===== src/rtl/fsc_pkg.sv =====
package fsc_pkg;

    typedef enum logic [2:0] {
        ST_IDLE,
        ST_ERASE,
        ST_PROG,
        ST_ESUSP,
        ST_PSUSP
    } fsc_state_e;

    localparam logic [1:0] OP_READ   = 2'd0;
    localparam logic [1:0] OP_PROG   = 2'd1;
    localparam logic [1:0] OP_SERASE = 2'd2;
    localparam logic [1:0] OP_BERASE = 2'd3;

endpackage


===== src/rtl/fsc_nibble_rx.sv =====
// Collects two-nibble frames between chip-select edges; pulses an event
// for a valid suspend or resume byte one cycle after chip select rises.
module fsc_nibble_rx #(
    parameter logic [7:0] SUS_OP = 8'hB0,
    parameter logic [7:0] RES_OP = 8'h30
) (
    input  logic       clk,
    input  logic       rst_n,
    input  logic       cs_n,
    input  logic       nib_stb,
    input  logic [3:0] nib,
    output logic       sus_evt,
    output logic       res_evt
);

    typedef struct packed {
        logic       cs;
        logic [1:0] cnt;
        logic [7:0] sh;
        logic       sus;
        logic       res;
    } rx_t;

    rx_t rx_d, rx_q;

    always_comb begin
        rx_d     = rx_q;
        rx_d.sus = 1'b0;
        rx_d.res = 1'b0;
        rx_d.cs  = cs_n;
        if (!cs_n) begin
            if (nib_stb) begin
                rx_d.sh = {rx_q.sh[3:0], nib};
                if (rx_q.cnt != 2'd3) rx_d.cnt = rx_q.cnt + 2'd1;
            end
        end else begin
            rx_d.cnt = 2'd0;
            if (!rx_q.cs && rx_q.cnt == 2'd2) begin
                rx_d.sus = (rx_q.sh == SUS_OP);
                rx_d.res = (rx_q.sh == RES_OP);
            end
        end
    end

    always_ff @(posedge clk) begin
        if (!rst_n) begin
            rx_q    <= '0;
            rx_q.cs <= 1'b1;
        end else begin
            rx_q <= rx_d;
        end
    end

    assign sus_evt = rx_q.sus;
    assign res_evt = rx_q.res;

endmodule


===== src/rtl/fsc_downcnt.sv =====
// Loadable down-counter that stops at zero and can be frozen.
module fsc_downcnt #(
    parameter int CW = 12
) (
    input  logic          clk,
    input  logic          rst_n,
    input  logic          load,
    input  logic [CW-1:0] load_val,
    input  logic          hold,
    output logic [CW-1:0] cnt
);

    logic [CW-1:0] cnt_d, cnt_q;

    always_comb begin
        cnt_d = cnt_q;
        if (load)                       cnt_d = load_val;
        else if (!hold && cnt_q != '0)  cnt_d = cnt_q - 1'b1;
    end

    always_ff @(posedge clk) begin
        if (!rst_n) cnt_q <= '0;
        else        cnt_q <= cnt_d;
    end

    assign cnt = cnt_q;

endmodule


===== src/rtl/fsc_region.sv =====
// Same-region test at the coarser of two granularities.
module fsc_region #(
    parameter int AW = 24,
    parameter int SW = 5
) (
    input  logic [AW-1:0] addr,
    input  logic [AW-1:0] frz_addr,
    input  logic [SW-1:0] cmd_bits,
    input  logic [SW-1:0] frz_bits,
    output logic          hit
);

    logic [SW-1:0] sh;

    always_comb begin
        sh  = (cmd_bits > frz_bits) ? cmd_bits : frz_bits;
        hit = ((addr >> sh) == (frz_addr >> sh));
    end

endmodule


===== src/rtl/flash_suspend_ctrl.sv =====
module flash_suspend_ctrl
    import fsc_pkg::*;
#(
    parameter int         AW        = 24,
    parameter int         PAGE_BITS = 8,
    parameter int         SECT_BITS = 12,
    parameter int         BLK_BITS  = 16,
    parameter int         PROG_CYC  = 40,
    parameter int         ERASE_CYC = 120,
    parameter int         BLK_CYC   = 200,
    parameter int         CLK_MHZ   = 100,
    parameter int         LAT_US    = 20,
    parameter logic [7:0] SUS_OP    = 8'hB0,
    parameter logic [7:0] RES_OP    = 8'h30
) (
    input  logic          clk,
    input  logic          rst_n,
    input  logic          cs_n,
    input  logic          nib_stb,
    input  logic [3:0]    nib,
    input  logic          cmd_valid,
    input  logic [1:0]    cmd_op,
    input  logic [AW-1:0] cmd_addr,
    output logic          cmd_ack,
    output logic          cmd_nak,
    output logic          rd_invalid,
    output logic          st_erase_susp,
    output logic          st_prog_susp,
    output logic          st_wip
);

    localparam int LAT_CYC = CLK_MHZ * LAT_US;
    localparam int MAXC_A  = (LAT_CYC > BLK_CYC) ? LAT_CYC : BLK_CYC;
    localparam int MAXC    = (MAXC_A > ERASE_CYC) ? MAXC_A : ERASE_CYC;
    localparam int CW      = $clog2(MAXC + 1);
    localparam int SW      = $clog2(AW + 1);

    typedef struct packed {
        fsc_state_e    st;
        logic [AW-1:0] fa;
        logic [SW-1:0] fb;
        logic          ack;
        logic          nak;
        logic          rdi;
    } core_t;

    core_t c_d, c_q;

    logic          sus_evt, res_evt;
    logic [CW-1:0] run_cnt, nest_cnt, lat_cnt;
    logic          run_load, nest_load, lat_load, run_hold;
    logic [CW-1:0] run_val, nest_val, op_cyc;
    logic [SW-1:0] op_bits;
    logic          hit, in_run, in_susp, wip, ready;

    fsc_nibble_rx #(.SUS_OP(SUS_OP), .RES_OP(RES_OP)) i_rx (
        .clk(clk), .rst_n(rst_n), .cs_n(cs_n), .nib_stb(nib_stb), .nib(nib),
        .sus_evt(sus_evt), .res_evt(res_evt)
    );

    fsc_downcnt #(.CW(CW)) i_run (
        .clk(clk), .rst_n(rst_n), .load(run_load), .load_val(run_val),
        .hold(run_hold), .cnt(run_cnt)
    );

    fsc_downcnt #(.CW(CW)) i_nest (
        .clk(clk), .rst_n(rst_n), .load(nest_load), .load_val(nest_val),
        .hold(1'b0), .cnt(nest_cnt)
    );

    fsc_downcnt #(.CW(CW)) i_lat (
        .clk(clk), .rst_n(rst_n), .load(lat_load), .load_val(CW'(LAT_CYC)),
        .hold(1'b0), .cnt(lat_cnt)
    );

    fsc_region #(.AW(AW), .SW(SW)) i_reg (
        .addr(cmd_addr), .frz_addr(c_q.fa), .cmd_bits(op_bits),
        .frz_bits(c_q.fb), .hit(hit)
    );

    always_comb begin
        case (cmd_op)
            OP_PROG:   begin op_bits = SW'(PAGE_BITS); op_cyc = CW'(PROG_CYC);  end
            OP_SERASE: begin op_bits = SW'(SECT_BITS); op_cyc = CW'(ERASE_CYC); end
            OP_BERASE: begin op_bits = SW'(BLK_BITS);  op_cyc = CW'(BLK_CYC);   end
            default:   begin op_bits = '0;             op_cyc = '0;             end
        endcase
    end

    assign in_run   = (c_q.st == ST_ERASE) || (c_q.st == ST_PROG);
    assign in_susp  = (c_q.st == ST_ESUSP) || (c_q.st == ST_PSUSP);
    assign wip      = in_run || (nest_cnt != '0) || (lat_cnt != '0);
    assign ready    = !wip && !res_evt;
    assign run_hold = !in_run || sus_evt;

    always_comb begin
        c_d       = c_q;
        c_d.ack   = 1'b0;
        c_d.nak   = 1'b0;
        c_d.rdi   = 1'b0;
        run_load  = 1'b0;
        run_val   = op_cyc;
        nest_load = 1'b0;
        nest_val  = op_cyc;
        lat_load  = 1'b0;

        // operation progress, suspend and resume
        case (c_q.st)
            ST_ERASE, ST_PROG: begin
                if (sus_evt) begin
                    c_d.st   = (c_q.st == ST_ERASE) ? ST_ESUSP : ST_PSUSP;
                    lat_load = 1'b1;
                end else if (run_cnt == CW'(1)) begin
                    c_d.st = ST_IDLE;
                end
            end
            ST_ESUSP: if (res_evt && !wip) c_d.st = ST_ERASE;
            ST_PSUSP: if (res_evt && !wip) c_d.st = ST_PROG;
            default: ;
        endcase

        // decoded requests
        if (cmd_valid) begin
            if (!ready) begin
                c_d.nak = 1'b1;
            end else if (cmd_op == OP_READ) begin
                c_d.ack = 1'b1;
                c_d.rdi = in_susp && hit;
            end else if (c_q.st == ST_IDLE) begin
                c_d.ack  = 1'b1;
                c_d.st   = (cmd_op == OP_PROG) ? ST_PROG : ST_ERASE;
                c_d.fa   = cmd_addr;
                c_d.fb   = op_bits;
                run_load = 1'b1;
            end else begin
                // suspended: opposite kind only, outside the frozen region
                if (hit || ((cmd_op == OP_PROG) == (c_q.st == ST_PSUSP))) begin
                    c_d.nak = 1'b1;
                end else begin
                    c_d.ack   = 1'b1;
                    nest_load = 1'b1;
                end
            end
        end
    end

    always_ff @(posedge clk) begin
        if (!rst_n) begin
            c_q    <= '0;
            c_q.st <= ST_IDLE;
        end else begin
            c_q <= c_d;
        end
    end

    assign cmd_ack       = c_q.ack;
    assign cmd_nak       = c_q.nak;
    assign rd_invalid    = c_q.rdi;
    assign st_erase_susp = (c_q.st == ST_ESUSP);
    assign st_prog_susp  = (c_q.st == ST_PSUSP);
    assign st_wip        = wip;

endmodule


===== config.mk =====
export PLATFORM = sky130hd
export DESIGN_NAME = flash_suspend_ctrl
export DESIGN_NICKNAME = d
export VERILOG_FILES = /design/src/rtl/fsc_pkg.sv /design/src/rtl/fsc_nibble_rx.sv /design/src/rtl/fsc_downcnt.sv /design/src/rtl/fsc_region.sv /design/src/rtl/flash_suspend_ctrl.sv
export SDC_FILE = /design/constraint.sdc
export NUM_CORES = 1
export LEC_CHECK = 0
export BUFFER_PORTS_ARGS = -buffer_cell sky130_fd_sc_hd__buf_2
export CAP_MARGIN = 10
export CORE_MARGIN = 2
export CORE_UTILIZATION = 44
export CTS_CLUSTER_DIAMETER = 150
export DETAILED_ROUTE_END_ITERATION = 8
export HOLD_SLACK_MARGIN = 0.06
export PLACE_DENSITY = 0.63
export SKIP_CTS_REPAIR_TIMING = 1
export SLEW_MARGIN = 20
export SYNTH_ARGS = -nofsm -noshare
export SYNTH_HDL_FRONTEND = slang
export SYNTH_SLANG_ARGS = --single-unit
export TNS_END_PERCENT = 100

===== constraint.sdc =====
create_clock -name clk -period 2.66 [get_ports clk]
set_clock_uncertainty 0.2 [all_clocks]
set_input_delay 0.133 -clock clk [delete_from_list [all_inputs] [get_ports clk]]
set_output_delay 0.133 -clock clk [all_outputs]
set_load 0.05 [all_outputs]

# ---- After elaboration in Yosys (flattened, before gate mapping)
# Index checks and enable logic that the tools add are counted.
dict set report totals {
  reg_bits 81
  latchBits 0
  mem_bits_rw 0
  romBits 0
  in_bits 35
  output_inout_bits 6
  elab_cells 112
  n_memories 0
}
dict set report classes {
  add_sub_neg 4
  mul 0
  div 0
  order_cmp 1
  n_eq_ne 14
  shifts 2
  muxes 39
  bitwise 3
  reduce_logical 34
}
# op n
set ops {}
lappend ops {{2-to-1 mux 11 bit} 6}
lappend ops {{2-to-1 mux 32 bit} 2}
lappend ops {{right shift 24 x 5 -> 24 bit} 2}
lappend ops {{2-to-1 mux 35 bit} 1}
lappend ops {{2-to-1 mux 33 bit} 1}
lappend ops {{nonzero test 11 bit} 3}
lappend ops {{subtractor 11 x 1 -> 11 bit, second input constant} 3}
lappend ops {{== test 24 bit} 1}
lappend ops {{one-hot mux 8 bit (3 select lines)} 1}
lappend ops {{2-to-1 mux 1 bit} 19}
lappend ops {{2-to-1 mux 3 bit} 5}
lappend ops {{one-hot mux 5 bit (3 select lines)} 1}
lappend ops {{== test 11 x 1 -> 1 bit, second input constant} 1}
lappend ops {{one-hot mux 3 bit (3 select lines)} 1}
lappend ops {{== test 8 x 6 -> 1 bit, second input constant} 1}
lappend ops {{== test 8 bit, second input constant} 1}
lappend ops {{AND reduction 4 bit} 2}
lappend ops {{== test 2 bit, second input constant} 3}
lappend ops {{== test 3 x 2 -> 1 bit, second input constant} 2}
lappend ops {{logical OR 1 bit} 6}
lappend ops {{AND reduction 2 bit} 3}
lappend ops {{AND reduction 3 bit} 2}
lappend ops {{nonzero test 2 bit} 3}
lappend ops {{OR reduction 2 bit} 3}
lappend ops {{14 further kinds} 24}

# ---- Depth between registers and ports, before layout
dict set report depth {
  depth_word 13
  ltp_mapped 11
  depth_no_buf 10
}

# ---- By module
# A second synthesis with hierarchy kept.
dict set report unflattened {
  cells_unflattened 707
  area_unflattened_um2 6125.9
}
# mod instances cells_each area_each_um2 seq_area_each_um2
set by_module_without_submodules {}
lappend by_module_without_submodules {fsc_region 1 275 2083.2 0.0}
lappend by_module_without_submodules {fsc_downcnt 3 73 640.6 220.2}
lappend by_module_without_submodules {flash_suspend_ctrl 1 164 1592.8 660.6}
lappend by_module_without_submodules {fsc_nibble_rx 1 49 528.0 260.2}

# ---- Least setup slack after synthesis
# OpenSTA, ideal clock, no wires.
dict set report synth_path {
  kind {reg-to-reg}
  from {register c_q[34] in the netlist's numbering}
  to {register c_q (netlist bit cmd_ack)}
  arrival_ps 2808
  t_required_ps 2339
  path_slack_ps -469
  stages_incl_launch_ff 7
  synth_period_minus_slack_ps 3129
  path_cell_list {dfxtp_1 clkbuf_1 nor3b_1 xor2_1 or2_2 o31ai_1 nor3_1}
}
dict set report synth_via {
  elab_cells_between_ends 15
  cone_classes {eq/ne: 4; mux: 3; reduce/logical: 8}
}
# item line
set synth_lines {}
lappend synth_lines {{from (decl)} flash_suspend_ctrl.sv:47} ;# core_t c_d, c_q;
lappend synth_lines {{== test 3 bit} --}
lappend synth_lines {{net st_prog_susp} flash_suspend_ctrl.sv:28} ;# output logic st_prog_susp,
lappend synth_lines {{== test 1 bit} flash_suspend_ctrl.sv:137} ;# if (hit || ((cmd_op == OP_PROG) == (c_q.st == ST_PSUSP))) begin
lappend synth_lines {{logical OR 1 bit} flash_suspend_ctrl.sv:137}
lappend synth_lines {{2-to-1 mux 1 bit} flash_suspend_ctrl.sv:137}
lappend synth_lines {{2-to-1 mux 1 bit} flash_suspend_ctrl.sv:129} ;# end else if (c_q.st == ST_IDLE) begin
lappend synth_lines {{2-to-1 mux 1 bit} flash_suspend_ctrl.sv:126} ;# end else if (cmd_op == OP_READ) begin
# The timed path passes the listed nets, and every way through them passes these cells.
# A chain may end at the register's enable or synchronous reset.

# ---- Worst setup path in the final report
dict set report layout_path {
  from {register i_lat.cnt_q[0] (netlist: i_lat.cnt[0])}
  to {output port st_wip}
}
dict set report layout_via {
  elab_chain_cells 2
}
# item line
set layout_rtl {}
lappend layout_rtl {{from (decl)} fsc_downcnt.sv:13} ;# logic [CW-1:0] cnt_d, cnt_q;
lappend layout_rtl {{from (signal assigned)} fsc_downcnt.sv:23} ;# else cnt_q <= cnt_d;
lappend layout_rtl {{nonzero test 11 bit} flash_suspend_ctrl.sv:92} ;# assign wip = in_run || (nest_cnt != '0) || (lat_cnt != '0);
lappend layout_rtl {{logical OR 1 bit} flash_suspend_ctrl.sv:92}
lappend layout_rtl {{to (decl)} flash_suspend_ctrl.sv:29} ;# output logic st_wip
# No other way between the ends.

==> metrics <==
layout cells sized above 1=0.335; Filler cells=792; crit path kind=register to output port; total track usage=0.180; drt drc=0; sequential area share after synthesis=0.369; Peak Freq=0.354 GHz; Yosys top cell by area=dfxtp_1; clock transition at the registers of the reported paths=0.09 ns; Arr. time, crit path=2.49 ns; net count after synthesis=560; Final Hold Vio Count=0; failing checks=negative setup slack; Hold Slack=0.0365 ns; multi-input combinational cell area=0.00294 mm2; commonest non-fill, non-tap cell in the layout=dfxtp_1; fin area=0.00587 mm2; wire per inst=13.9 um; grt total ovfl=0; synth unique cells=53; slowest library cell on the worst path=or4_4; Root Driver=clkbuf_8; CTS Buf Count=9; met1 usage in global routing=0.222; setup TNS=-0.549 ns; FF+latch count, synth=79; gr busiest metal=met2; # rows=36; ranking of synthesized cells by area=dfxtp_1, nand2_1, xor2_1; asr flop ratio synth=0; routed vias/inst=5.18; crit path max fanout=4; Max Cap Viol=0; clock buffer depth=2; core area=0.00959 mm2; first-pass GRT wire length=15.3 mm; DRT iter0 DRCs=139; # nets final=656; Post-Layout Cell Count=745; Mean Syn Cell Area=8.39 um2; CTS tree=done; Die Wd=103 um; initial core utilization=0.447; Least-Margin Pin Slew=1.23 ns; Netlist Area Pre-Place=0.00429 mm2; cell count after synthesis=511; Critical Path Sink Type=output port; most frequent cells in the layout=dfxtp_1, nand2_1, buf_2; ant diodes=0; slew margin rel.=0.173; largest net degree at the start of global routing=29; vias=3860; type of the worst min-delay path=input pin to register; WL final=10.3 mm; CTS H-tree depth=3; Layout area overhead=37.1%; Setup WS pre-CTS=-0.115 ns; post-route setup slack=-0.166 ns; slowest cell delay on critical path=0.51 ns; Final ANT Viol Nets=0; RSZ-0062 raised after global routing=true; Setup crit start kind=register; Crit path top cell by count=or4_4; GP Congestion=0.818; EDFF count, synth=0; I/O pins=41; Clock Sinks=79; Placement Cell Area=0.00472 mm2; First-pass DRT Iterations=4; vias in the first global route=3459; IO buf count=40; Die Y-Extent=103 um; Total Die Area=0.0105 mm2; placed wire-length estimate=6.73 mm; Final Core Density=0.612; Synth top area share=0.369; synth warn=0; LEAKAGE=2.42 nW; pwr dens=692 mW/mm2; Cell Chain, Critical Path=inv_2 > ha_4 > or4b_4 > or4_4 > or4_4 > buf_6; GR Layer Usage met3=0.0475; placed cells=687; flip-flop and latch area=0.00158 mm2; clock latency on the worst-skew pair=0.36 ns; Setup violations, final=13; Main synth FF type=dfxtp_1; initial antenna violation count=0; status=finished, violations left; final period utilization=1.06; Pwr Total=4.06 mW; Required @ worst endpoint=2.33 ns; GR Util met2=0.315; max-slew violation count=0; Final min period=2.83 ns; Worst VDD drop=0.358 mV
-- sequential cells by signal (all words and copies together) (netlist names) --
register and flops:
c_q 30, i_lat.cnt 11, i_nest.cnt 11, i_run.cnt 11
i_rx.rx_q 11, cmd_ack 1, cmd_nak 1, i_rx.res_evt 1
i_rx.sus_evt 1, rd_invalid 1
-- critical path, delay by kind of cell, from the launching register on --
kind | cells | cell delay (ns)
flip-flops | 1 | 0.33
buffers and inverters | 2 | 0.25
AND/OR/NAND/NOR | 3 | 1.42
adder cells (fa/ha/maj) | 1 | 0.13
-- cell type report --
| type | count | area share |
|---|---|---|
| tap | 133 | 0.0283 |
| clock buffer | 11 | 0.0224 |
| inverter | 15 | 0.00958 |
| clock inverter | 5 | 0.0100 |
| multi-input combinational | 393 | 0.500 |
| sequential | 79 | 0.270 |
| timing repair buffer | 109 | 0.160 |
-- where the power goes --
part / switching (mW) / leakage (nW) / internal [mW] / total (mW)
clock: 0.445 / 0.0895 / 0.434 / 0.879
sequential: 0.145 / 0.642 / 1.36 / 1.50
combinational: 0.831 / 1.69 / 0.850 / 1.68
total: 1.42 / 2.42 / 2.64 / 4.06
-- kinds of logic (layout without fill, tap and decap cells) --
group | count (synthesis) | count (layout) | share of synthesized area
multiplexers | 1 | 1 | 0.00234
AO/OA/AOI/OAI | 98 | 98 | 0.178
AND/OR/NAND/NOR | 229 | 229 | 0.260
adder cells (fa/ha/maj) | 14 | 14 | 0.0409
flip-flops | 79 | 79 | 0.369
buffers and inverters | 39 | 140 | 0.0458
XOR/XNOR | 51 | 51 | 0.104
-- synth_stat cells, drive strengths merged, types with 2 or more instances --
master,instances
or4,3
and2,5
nand2b,8
o21ai,15
o21a,2
a21boi,42
nand2,97
dfxtp,79
buf,6
nand4,11
nor4b,2
o211a,3
nand3,15
o31a,2
or3,2
nor2b,9
a211oi,5
xnor2,21
o31ai,4
a21oi,11
or2,3
nor3b,2
nor4,13
a31oi,2
o22ai,2
ha,14
xor2,30
nor2,33
and3,5
nor3,16
clkbuf,18
inv,15
-- worst paths after layout --
check        slack (ns)  cells past startpoint                    endpoint                       from
max               -0.17                      6                      st_wip  i_lat.cnt[0]$_SDFFE_PP0P_
min                0.04                      4  i_rx.rx_q[11]$_SDFFE_PP0P_                    nib_stb
max reg2reg       -0.09                      9       rd_invalid$_SDFF_PN0_  i_lat.cnt[0]$_SDFFE_PP0P_
min reg2reg        0.26                      1     i_rx.res_evt$_SDFF_PN0_  i_rx.rx_q[9]$_SDFFE_PN0P_
-- layer usage --
layer,routed length [um],part of all wire,vias to the layer above
li1,-,-,1943
met1,4520,0.44,1834
met2,5220,0.51,62
met3,408,0.039,21
met4,184,0.018,0
met5,0,0,-
(Power assumes the default switching activity.)
